<file path="src/rtl/pvio_pkg.sv">
package pvio_pkg;

  localparam logic [8:0] OFS_MAGIC   = 9'h000;
  localparam logic [8:0] OFS_VERSION = 9'h004;
  localparam logic [8:0] OFS_DEVID   = 9'h008;
  localparam logic [8:0] OFS_VENDOR  = 9'h00C;
  localparam logic [8:0] OFS_HFEAT   = 9'h010;
  localparam logic [8:0] OFS_HSEL    = 9'h014;
  localparam logic [8:0] OFS_GFEAT   = 9'h020;
  localparam logic [8:0] OFS_GSEL    = 9'h024;
  localparam logic [8:0] OFS_PGSIZE  = 9'h028;
  localparam logic [8:0] OFS_QSEL    = 9'h030;
  localparam logic [8:0] OFS_QMAX    = 9'h034;
  localparam logic [8:0] OFS_QNUM    = 9'h038;
  localparam logic [8:0] OFS_QALIGN  = 9'h03C;
  localparam logic [8:0] OFS_QPFN    = 9'h040;
  localparam logic [8:0] OFS_NOTIFY  = 9'h050;
  localparam logic [8:0] OFS_ISR     = 9'h060;
  localparam logic [8:0] OFS_ACK     = 9'h064;
  localparam logic [8:0] OFS_STATUS  = 9'h070;

  localparam logic [31:0] MAGIC_VAL   = 32'h7472_6976;
  localparam logic [31:0] VERSION_VAL = 32'd1;

  typedef enum logic [1:0] {
    SZ_BYTE = 2'd0,
    SZ_HALF = 2'd1,
    SZ_WORD = 2'd2,
    SZ_BAD  = 2'd3
  } acc_size_e;

  typedef enum logic [4:0] {
    RG_NONE, RG_MAGIC, RG_VERSION, RG_DEVID, RG_VENDOR,
    RG_HFEAT, RG_HSEL, RG_GFEAT, RG_GSEL, RG_PGSIZE,
    RG_QSEL, RG_QMAX, RG_QNUM, RG_QALIGN, RG_QPFN,
    RG_NOTIFY, RG_ISR, RG_ACK, RG_STATUS
  } reg_e;

  // index of the lowest set bit, 0 when no bit is set
  function automatic logic [4:0] low_bit_index(input logic [31:0] v);
    logic [4:0] r;
    r = 5'd0;
    for (int i = 31; i >= 0; i--) begin
      if (v[i]) r = 5'(i);
    end
    return r;
  endfunction

endpackage

</file>
<file path="src/rtl/pvio_decode.sv">
module pvio_decode
  import pvio_pkg::*;
(
  input  logic [8:0] addr,
  input  logic [1:0] size,
  output reg_e       sel,
  output logic       cfg_hit,
  output logic       word_ok,
  output logic       cfg_size_ok
);

  assign cfg_hit     = addr[8];
  assign word_ok     = (size == SZ_WORD);
  assign cfg_size_ok = (size != SZ_BAD);

  always_comb begin
    sel = RG_NONE;
    if (!addr[8]) begin
      case (addr)
        OFS_MAGIC:   sel = RG_MAGIC;
        OFS_VERSION: sel = RG_VERSION;
        OFS_DEVID:   sel = RG_DEVID;
        OFS_VENDOR:  sel = RG_VENDOR;
        OFS_HFEAT:   sel = RG_HFEAT;
        OFS_HSEL:    sel = RG_HSEL;
        OFS_GFEAT:   sel = RG_GFEAT;
        OFS_GSEL:    sel = RG_GSEL;
        OFS_PGSIZE:  sel = RG_PGSIZE;
        OFS_QSEL:    sel = RG_QSEL;
        OFS_QMAX:    sel = RG_QMAX;
        OFS_QNUM:    sel = RG_QNUM;
        OFS_QALIGN:  sel = RG_QALIGN;
        OFS_QPFN:    sel = RG_QPFN;
        OFS_NOTIFY:  sel = RG_NOTIFY;
        OFS_ISR:     sel = RG_ISR;
        OFS_ACK:     sel = RG_ACK;
        OFS_STATUS:  sel = RG_STATUS;
        default:     sel = RG_NONE;
      endcase
    end
  end

endmodule

</file>
<file path="src/rtl/pvio_queue_bank.sv">
module pvio_queue_bank #(
  parameter int NQ     = 8,
  parameter int QMAX   = 1024,
  parameter int BASE_W = 64,
  localparam int QI_W  = (NQ > 1) ? $clog2(NQ) : 1,
  localparam int NUM_W = $clog2(QMAX + 1)
) (
  input  logic              clk,
  input  logic              rst,
  input  logic              clr_base,
  input  logic [QI_W-1:0]   idx,
  input  logic              we_num,
  input  logic [NUM_W-1:0]  num_in,
  input  logic              we_align,
  input  logic [31:0]       align_in,
  input  logic              we_base,
  input  logic [BASE_W-1:0] base_in,
  output logic [NUM_W-1:0]  num_out,
  output logic [31:0]       align_out,
  output logic [BASE_W-1:0] base_out
);

  logic [NUM_W-1:0]  num_r   [NQ];
  logic [31:0]       align_r [NQ];
  logic [BASE_W-1:0] base_r  [NQ];

  for (genvar q = 0; q < NQ; q++) begin : g_queue
    logic hit;
    assign hit = (idx == QI_W'(q));

    always_ff @(posedge clk) begin
      if (rst) begin
        num_r[q]   <= '0;
        align_r[q] <= '0;
      end else begin
        if (we_num && hit)   num_r[q]   <= num_in;
        if (we_align && hit) align_r[q] <= align_in;
      end
    end

    always_ff @(posedge clk) begin
      if (rst || clr_base)     base_r[q] <= '0;
      else if (we_base && hit) base_r[q] <= base_in;
    end

    // no queue ever holds a size above the limit
    a_r12_size_bound: assert property (@(posedge clk) disable iff (rst)
      num_r[q] <= NUM_W'(QMAX));
  end

  assign num_out   = num_r[idx];
  assign align_out = align_r[idx];
  assign base_out  = base_r[idx];

endmodule

</file>
<file path="src/rtl/pvio_irq.sv">
module pvio_irq #(
  parameter int ISR_W = 8
) (
  input  logic             clk,
  input  logic             rst,
  input  logic             clr,
  input  logic [ISR_W-1:0] set_mask,
  input  logic             ack_we,
  input  logic [ISR_W-1:0] ack_mask,
  output logic [ISR_W-1:0] isr,
  output logic             irq
);

  logic [ISR_W-1:0] isr_next;

  always_comb begin
    isr_next = isr;
    if (ack_we) isr_next = isr_next & ~ack_mask;
    isr_next = isr_next | set_mask;
    if (clr) isr_next = '0;
  end

  always_ff @(posedge clk) begin
    if (rst) begin
      isr <= '0;
      irq <= 1'b0;
    end else begin
      isr <= isr_next;
      irq <= (isr_next != '0);
    end
  end

  // level output tracks the cause register
  a_r10_irq_level: assert property (@(posedge clk) disable iff (rst)
    irq == (isr != '0));

endmodule

</file>
<file path="src/rtl/pvio_regfile.sv">
module pvio_regfile
  import pvio_pkg::*;
#(
  parameter int          NQ        = 8,
  parameter int          QMAX      = 1024,
  parameter int          ISR_W     = 8,
  parameter int          BASE_W    = 64,
  parameter logic [31:0] VENDOR_ID = 32'h5056_494F,
  localparam int         QI_W      = (NQ > 1) ? $clog2(NQ) : 1,
  localparam int         NUM_W     = $clog2(QMAX + 1)
) (
  input  logic              clk,
  input  logic              rst,
  input  logic              req_valid,
  output logic              req_ready,
  input  logic              req_write,
  input  logic [8:0]        req_addr,
  input  logic [1:0]        req_size,
  input  logic [31:0]       req_wdata,
  output logic              rsp_valid,
  output logic [31:0]       rsp_rdata,
  input  logic              backend_present,
  input  logic [31:0]       device_id,
  input  logic [31:0]       host_features,
  input  logic [ISR_W-1:0]  isr_set,
  output logic              cfg_valid,
  output logic              cfg_write,
  output logic [7:0]        cfg_addr,
  output logic [1:0]        cfg_size,
  output logic [31:0]       cfg_wdata,
  input  logic [31:0]       cfg_rdata,
  output logic [31:0]       guest_features,
  output logic              qset_valid,
  output logic [QI_W-1:0]   qset_idx,
  output logic [NUM_W-1:0]  qset_num,
  output logic [31:0]       qset_align,
  output logic [BASE_W-1:0] qset_base,
  output logic              notify_valid,
  output logic [QI_W-1:0]   notify_idx,
  output logic              dev_reset,
  output logic              irq
);

  reg_e sel;
  logic cfg_hit, word_ok, cfg_size_ok;

  pvio_decode u_dec (
    .addr        (req_addr),
    .size        (req_size),
    .sel         (sel),
    .cfg_hit     (cfg_hit),
    .word_ok     (word_ok),
    .cfg_size_ok (cfg_size_ok)
  );

  logic        rd_acc, wr_reg;
  logic [31:0] host_sel, guest_sel;
  logic [4:0]  page_shift;
  logic [7:0]  status_q;
  logic [QI_W-1:0] qsel;
  logic [ISR_W-1:0] isr;

  assign req_ready = 1'b1;
  assign rd_acc    = req_valid && !req_write;
  assign wr_reg    = req_valid && req_write && backend_present && word_ok && !cfg_hit;

  // config window pass-through
  assign cfg_valid = req_valid && backend_present && cfg_hit && cfg_size_ok;
  assign cfg_write = req_write;
  assign cfg_addr  = req_addr[7:0];
  assign cfg_size  = req_size;
  assign cfg_wdata = req_wdata;

  // write decode
  logic wsel_pfn, wsel_status, dev_rst_now;
  logic we_num, we_align, we_base, ack_we;
  logic [BASE_W-1:0] base_wr;

  assign wsel_pfn    = wr_reg && (sel == RG_QPFN);
  assign wsel_status = wr_reg && (sel == RG_STATUS);
  assign dev_rst_now = (wsel_pfn && (req_wdata == 32'd0)) ||
                       (wsel_status && (req_wdata[7:0] == 8'd0));
  assign we_num      = wr_reg && (sel == RG_QNUM) && (req_wdata <= 32'(QMAX));
  assign we_align    = wr_reg && (sel == RG_QALIGN);
  assign we_base     = wsel_pfn && (req_wdata != 32'd0);
  assign ack_we      = wr_reg && (sel == RG_ACK);
  assign base_wr     = BASE_W'(req_wdata) << page_shift;

  logic [NUM_W-1:0]  cur_num;
  logic [31:0]       cur_align;
  logic [BASE_W-1:0] cur_base;

  pvio_queue_bank #(.NQ(NQ), .QMAX(QMAX), .BASE_W(BASE_W)) u_bank (
    .clk       (clk),
    .rst       (rst),
    .clr_base  (dev_rst_now),
    .idx       (qsel),
    .we_num    (we_num),
    .num_in    (req_wdata[NUM_W-1:0]),
    .we_align  (we_align),
    .align_in  (req_wdata),
    .we_base   (we_base),
    .base_in   (base_wr),
    .num_out   (cur_num),
    .align_out (cur_align),
    .base_out  (cur_base)
  );

  pvio_irq #(.ISR_W(ISR_W)) u_irq (
    .clk      (clk),
    .rst      (rst),
    .clr      (dev_rst_now),
    .set_mask (isr_set),
    .ack_we   (ack_we),
    .ack_mask (req_wdata[ISR_W-1:0]),
    .isr      (isr),
    .irq      (irq)
  );

  // transport control registers
  always_ff @(posedge clk) begin
    if (rst) begin
      host_sel   <= '0;
      guest_sel  <= '0;
      page_shift <= '0;
    end else if (wr_reg) begin
      case (sel)
        RG_HSEL:   host_sel   <= req_wdata;
        RG_GSEL:   guest_sel  <= req_wdata;
        RG_PGSIZE: page_shift <= low_bit_index(req_wdata);
        default: ;
      endcase
    end
  end

  // device state, cleared also by a device reset
  always_ff @(posedge clk) begin
    if (rst || dev_rst_now) begin
      guest_features <= '0;
      status_q       <= '0;
      qsel           <= '0;
    end else if (wr_reg) begin
      case (sel)
        RG_GFEAT:  if (guest_sel == 32'd0) guest_features <= req_wdata;
        RG_STATUS: status_q <= req_wdata[7:0];
        RG_QSEL:   if (req_wdata < 32'(NQ)) qsel <= req_wdata[QI_W-1:0];
        default: ;
      endcase
    end
  end

  // backend strobes
  always_ff @(posedge clk) begin
    if (rst) begin
      qset_valid   <= 1'b0;
      qset_idx     <= '0;
      qset_num     <= '0;
      qset_align   <= '0;
      qset_base    <= '0;
      notify_valid <= 1'b0;
      notify_idx   <= '0;
      dev_reset    <= 1'b0;
    end else begin
      qset_valid   <= we_num || we_align || we_base;
      qset_idx     <= qsel;
      qset_num     <= we_num   ? req_wdata[NUM_W-1:0] : cur_num;
      qset_align   <= we_align ? req_wdata : cur_align;
      qset_base    <= we_base  ? base_wr : cur_base;
      notify_valid <= wr_reg && (sel == RG_NOTIFY) && (req_wdata < 32'(NQ));
      notify_idx   <= req_wdata[QI_W-1:0];
      dev_reset    <= dev_rst_now;
    end
  end

  // read path
  logic [31:0] rd_val;

  always_comb begin
    rd_val = '0;
    if (cfg_hit) begin
      if (backend_present && cfg_size_ok) rd_val = cfg_rdata;
    end else if (word_ok) begin
      case (sel)
        RG_MAGIC:   rd_val = MAGIC_VAL;
        RG_VERSION: rd_val = VERSION_VAL;
        RG_VENDOR:  rd_val = VENDOR_ID;
        default: begin
          if (backend_present) begin
            case (sel)
              RG_DEVID:  rd_val = device_id;
              RG_HFEAT:  rd_val = (host_sel == 32'd0) ? host_features : 32'd0;
              RG_QMAX:   rd_val = 32'(QMAX);
              RG_QPFN:   rd_val = 32'(cur_base >> page_shift);
              RG_ISR:    rd_val = 32'(isr);
              RG_STATUS: rd_val = {24'd0, status_q};
              default:   rd_val = '0;
            endcase
          end
        end
      endcase
    end
  end

  always_ff @(posedge clk) begin
    if (rst) begin
      rsp_valid <= 1'b0;
      rsp_rdata <= '0;
    end else begin
      rsp_valid <= rd_acc;
      rsp_rdata <= rd_acc ? rd_val : 32'd0;
    end
  end

  // with no backend attached nothing reaches the backend
  a_r2_no_backend_quiet: assert property (@(posedge clk) disable iff (rst)
    (req_valid && !backend_present) |=> (!notify_valid && !qset_valid && !dev_reset));

  // narrow accesses below the config window have no effect
  a_r3_narrow_ignored: assert property (@(posedge clk) disable iff (rst)
    (req_valid && !req_addr[8] && (req_size != SZ_WORD)) |=>
      (!notify_valid && !qset_valid && !dev_reset));

  // config accesses only for the upper half with a backend
  a_r4_cfg_window: assert property (@(posedge clk) disable iff (rst)
    cfg_valid |-> (req_addr[8] && backend_present && req_valid));

  // a device reset leaves the device state cleared
  a_r8_reset_clears: assert property (@(posedge clk) disable iff (rst)
    dev_reset |-> (status_q == 8'd0 && isr == '0 && qsel == '0 && guest_features == 32'd0));

  // a doorbell strobe follows a doorbell write
  a_r9_notify_source: assert property (@(posedge clk) disable iff (rst)
    notify_valid |-> $past(req_valid && req_write && req_addr == OFS_NOTIFY && backend_present));

endmodule

</file>
<file path="config.mk">
export PLATFORM = sky130hd
export DESIGN_NAME = pvio_regfile
export DESIGN_NICKNAME = d
export VERILOG_FILES = /design/src/rtl/pvio_pkg.sv /design/src/rtl/pvio_decode.sv /design/src/rtl/pvio_queue_bank.sv /design/src/rtl/pvio_irq.sv /design/src/rtl/pvio_regfile.sv
export SDC_FILE = /design/constraint.sdc
export NUM_CORES = 2
export LEC_CHECK = 0
export ABC_AREA = 1
export BUFFER_PORTS_ARGS = -buffer_cell sky130_fd_sc_hd__buf_2
export CAP_MARGIN = 40
export CORE_ASPECT_RATIO = 0.9
export CORE_MARGIN = 5
export CORE_UTILIZATION = 45
export CTS_CLUSTER_DIAMETER = 30
export DETAILED_ROUTE_END_ITERATION = 10
export GPL_TIMING_DRIVEN = 0
export MAX_ROUTING_LAYER = met4
export REMOVE_ABC_BUFFERS = 1
export SYNTH_ARGS = -nofsm -noshare
export SYNTH_HDL_FRONTEND = slang
export SYNTH_SLANG_ARGS = --single-unit
</file>
<file path="constraint.sdc">
create_clock -name clk -period 9.26 [get_ports clk]
set_clock_uncertainty 0.15 [all_clocks]
set_input_delay 1.389 -clock clk [delete_from_list [all_inputs] [get_ports clk]]
set_output_delay 1.389 -clock clk [all_outputs]
set_load 0.01 [all_outputs]
</file>
======== Word level (Yosys, flattened, before mapping) ========
Memories as Yosys holds them, arrays and structs flattened. A register that Yosys moved wholly into a read port is not among the register bits.
Index checks and enable logic that the tools add are counted.
W data, S select, Z words.
cells by class
  magnitude comparators ................... 2
  eq/ne operators ......................... 44
  shift operators ......................... 2
  multiplexer cells ....................... 152
  reduce and logical (&&, ||, !) cells .... 65
  bitwise logic cells ..................... 28
operators with widths
  cell                    number
  $mux W64                9
  $mux W32                14
  $pmux W32 S6            1
  $mux W5                 33
  $mux W11                9
  $logic_not A32 Y1       3
  $pmux W32 S3            1
  $pmux W5 S18            1
  $mux W1                 76
  $shl A32 B5 Y64         1
  $shr A64 B5 Y32         1
  $eq A9 B6 Y1 const B    7
  $eq A9 B7 Y1 const B    5
  $logic_and A1 B1 Y1     44
  $eq A5 B4 Y1 const B    8
  $le A32 B11 Y1 const B  1
  $lt A32 B4 Y1 const B   1
  $reduce_bool A32 Y1     1
  $or A1 B1 Y1            24
  $eq A5 B3 Y1 const B    4
  $eq A9 B4 Y1 const B    2
  $eq A9 B5 Y1 const B    2
  $mux W3                 6
  $mux W8                 2
  22 further kinds        37
word-level totals
  output and inout bits ................... 227
  logic and storage cells ................. 314
  input bits .............................. 152
  memories kept ........................... 3
  bits in registers ....................... 270
  bits in writable memories ............... 856
memory list
  memory          words  width  rd ports  clocked after Yosys merged registers in  wr ports  line                   RTL
  u_bank.base_r   8      64     1         1                                        8         pvio_queue_bank.sv:25  logic [BASE_W-1:0] base_r [NQ];
  u_bank.align_r  8      32     1         1                                        8         pvio_queue_bank.sv:24  logic [31:0] align_r [NQ];
  u_bank.num_r    8      11     1         1                                        8         pvio_queue_bank.sv:23  logic [NUM_W-1:0] num_r [NQ];

======== Longest topological paths before layout ========
  word-level depth ........................ 32
  gate-level depth with buffers ........... 33
  gate-level depth less buffers ........... 33

======== By module ========
A second synthesis with hierarchy kept.
second synthesis, totals
  cells, all modules ...................... 7002
  area total of the unflattened synthesis .. 55963.7 µm²
by module, submodules not included
  module           cells each  times used  seq. area each (µm²)  area each (µm²)
  pvio_queue_bank  4411        1           25704.7               39608.0
  pvio_regfile     2429        1           5225.0                15531.1
  pvio_irq         67          1           180.2                 414.1
  pvio_decode      95          1           0.0                   410.4

======== Worst setup path before layout ========
Ideal clock, no wire load.
  kind .................................... input port to flip-flop
  start point ............................. input req_addr[8]
  end point ............................... memory u_bank.base_r[0][0] (enable)
  arrival time ............................ 7.500 ns
  library setup time ...................... 0.571 ns
  path buffers ............................ 2
  required time ........................... 8.539 ns
  setup slack ............................. 1.039 ns
  stages .................................. 9
  cells stage by stage .................... buf_2 -> nor3_1 -> inv_1 -> nor4_2 -> inv_1 -> nor3_2 -> inv_1 -> clkbuf_1 -> o21ai_0
RTL lines
  item                line                   RTL
  start: declaration  pvio_regfile.sv:17     input logic [8:0] req_addr,
  end: declaration    pvio_queue_bank.sv:25

==> run_results.csv <==
group,metric,value,unit
run_status,status,"finished clean",
cells_and_area,syn_to_final_growth,23.3,%
floorplan,die_area,123000,um^2
worst_setup_path,startpoint_type,"input port",
detailed_routing,drtPass1Iterations,6,
floorplan,dieHeight,333,um
global_routing,grt_pass1_vias,42200,
global_routing,grt.overflow.total,0,
clock_tree,tritoncts,"yes",
logic_synthesis,synth-adder-area-share,0,%
sta,finalHoldViolations,0,
clock_tree,cts_buffers,223,
detailed_routing,drt_iter0_drc,5887,
power_and_ir_drop,power.density,226,nW/um^2
worst_hold_path,hold_path.class,"reg -> reg",
global_routing,grtUsageMet2,45.4,%
clock_tree,clk_pin_slew_worst_paths,0.05,ns
global_routing,grtUsageMet3,7.42,%
worst_setup_path,required,9.62,ns
logic_synthesis,synthArstFlopShare,0,%
detailed_routing,vias_per_cell,5.88,
clock_tree,worstSkewPairLatency,0.83,ns
power_and_ir_drop,ir_worst_vdd,0.190,mV
logic_synthesis,ys_seq_area_share,59.3,%
clock_tree,postCtsHoldBufs,0,
logic_synthesis,syn_area,52100,um^2
global_routing,grt_antenna_before_repair,4,
cells_and_area,layout.nets,6183,
global_routing,met1_usage,41.9,%
global_routing,gr-usage-all-layers,31.1,%
detailed_routing,route.vias.total,45400,
worst_setup_path,setup.worst_path.end_class,"flop",
cells_and_area,post-route-util,55.9,%
clock_tree,htreeDepth,4,
detailed_routing,drtAntennaViolNets,0,
flow_run,maxCapViolCount,0,
clock_tree,cts_setup_buffers,0,
power_and_ir_drop,leakage,24.8,nW
logic_synthesis,ys.flop_type,"edfxtp_1",
placement,place_congestion,0.953,
floorplan,die_width,369,um
cells_and_area,final_common_cell,"nor2_1",
logic_synthesis,ys_types,51,
logic_synthesis,synth_top_family_by_area,"simple AND/OR/NAND/NOR gates",
placement,detailed_place_hpwl,123,mm
global_routing,grt_pass1_wl,279,mm
worst_setup_path,crit_arrival,6.32,ns
logic_synthesis,avgSynthCellArea,9.01,um^2
logic_synthesis,yosysWarnings,0,
logic_synthesis,ys_ff_latch,1120,
worst_setup_path,crit_type,"in -> reg",
worst_setup_path,critical_path.max_fanout,18,
clock_tree,cts_root_buf,"clkbuf_16",
placement,port_buffers,376,
floorplan,row_count,118,
detailed_routing,post_drt_wl_per_cell,24.8,um
logic_synthesis,synthCells,5786,
worst_hold_path,min_from,"guest_sel[7]$_SDFFE_PP0P_",
sta,worst_slew_pin_slew,0.919,ns
sta,fin_crit_sh,64.4,%
sta,fin_ws,3.30,ns
global_routing,grt.busiest_layer,"met2",
clock_tree,cts_sinks,1120,
floorplan,coreArea,115000,um^2
detailed_routing,routed_wl,191,mm
logic_synthesis,synth_simple_gate_area_share,17.9,%
floorplan,initial_core_util,45.3,%
sta,slew_violations,0,
logic_synthesis,synth_mux_area_share,1.44,%
placement,preCtsSetupSlack,2.63,ns
sta,setup_viol,0,
worst_setup_path,crit_start,"req_addr[8]",
clock_tree,cts-resized-gates,0,
global_routing,grt_start_max_net_pins,149,
logic_synthesis,synth_edf_count,848,
sta,fmax,168,MHz
sta,max_slew_margin,38.3,%
sta,rsz0062_at_grt,"false",
logic_synthesis,synth_compound_area_share,15.4,%
cells_and_area,final_cell_mix,"nor2_1 (1443), o21ai_0 (851), edfxtp_1 (848)",
cells_and_area,drive_above_1_share,15.9,%
floorplan,pin_count,379,
detailed_routing,drc,0,
logic_synthesis,synthXorXnorAreaFrac,0,%
clock_tree,clock_path_buffers,3,
sta,period_minus_slack,5.96,ns
-- flip-flops by register name, indices dropped and copies added (netlist names), 3 cells and up, named ones only --
register and count:
guest_features 32, guest_sel 32, host_sel 32, notify_idx 3, page_shift 5, qsel 3, qset_align 32, qset_base 63
qset_idx 3, qset_num 11, rsp_rdata 32, status_q 8, u_bank.align_r 256, u_bank.base_r 504, u_bank.num_r 88, u_irq.isr 8
-- synth_stat cells (all sizes together) (2+ instances only) --
master | n | area share [%]
a211oi | 10 | 0.14
a21oi | 262 | 2.5
a221oi | 7 | 0.12
a31oi | 40 | 0.48
a32o | 5 | 0.096
buf | 169 | 1.8
clkbuf | 331 | 2.4
clkinv | 12 | 0.086
conb | 2 | 0.014
dfxtp | 272 | 10
edfxtp | 848 | 49
inv | 234 | 1.7
mux2i | 75 | 1.4
nand2 | 713 | 5.1
nand3 | 137 | 1.4
nand4 | 10 | 0.13
nor2 | 1448 | 11
nor3 | 26 | 0.27
nor3b | 3 | 0.053
nor4 | 18 | 0.26
o211ai | 7 | 0.10
o21a | 7 | 0.10
o21ai | 926 | 8.9
o221ai | 66 | 1.1
o22ai | 141 | 1.7
o31ai | 2 | 0.029
or2 | 5 | 0.060
or4 | 3 | 0.043
-- final timing paths --
check	endpoint	slack, ns	cells past startpoint
setup / recovery	u_bank.base_r[4][37]$_SDFFCE_PN0P_	3.30	15
hold reg to reg	guest_sel[7]$_SDFFE_PP0P_	0.29	2
hold / removal	guest_sel[7]$_SDFFE_PP0P_	0.29	2
setup reg to reg	rsp_rdata[29]$_SDFF_PP0_	3.64	18
-- power breakdown --
part	internal [mW]	total [mW]	switching, mW
Sequential	5.57	5.61	0.0440
Combinational	0.155	0.591	0.436
Clock	5.50	8.34	2.85
-- final cells by class --
class                           count  area, um^2
Timing Repair Buffer              520        4220
Antenna cell                        1        2.50
Multi-Input combinational cell   3920       18300
Tap cell                         1500        1880
Clock inverter                    161        1880
Clock buffer                      264        6080
Inverter                          246         953
Fill cell                       10000       50700
Sequential cell                  1120       30900
-- stage by stage --
stage / hold slack, ns / instances / TNS, ns / power (mW) / instance area [um^2]
finish: 0.294 / 7732 / 0 / 14.5 / 64300
global route: 0.307 / 7732 / 0 / 14.9 / 64300
CTS: 0.296 / 7730 / 0 / 14.6 / 64300
detailed placement: 0.287 / 7305 / 0 / 6.28 / 56300
global placement: 0.283 / 7162 / - / 6.28 / 53700
floorplan: 0.275 / 5286 / -1108.27 / 5.96 / 49900
-- worst max-delay path: stages --
cell and delay, ns:
buf_2 0.19, nor3_1 0.30, inv_1 0.14, nor4_2 0.61
buf_2 0.37, inv_1 0.23, nor3_4 0.70, buf_8 0.26
buf_8 0.19, inv_1 0.23, buf_16 0.24, o21ai_4 0.71
buf_12 0.28, buf_12 0.21, buf_16 0.20
-- layer usage --
| metal | vias to the layer above | wire length, um |
|---|---|---|
| met5 | - | 0 |
| met4 | 0 | 8050 |
| met3 | 427 | 22400 |
| met2 | 2826 | 83900 |
| met1 | 21700 | 77200 |
| li1 | 20400 | - |
-- logic make-up after synthesis --
family / Yosys count
and+or+nand+nor: 2363
other: 2
DFF: 1120
muxes: 75
AOI/OAI and AO/OA: 1480
buffers and inverters: 746
No activity file was read; power rests on OpenSTA's default activity.
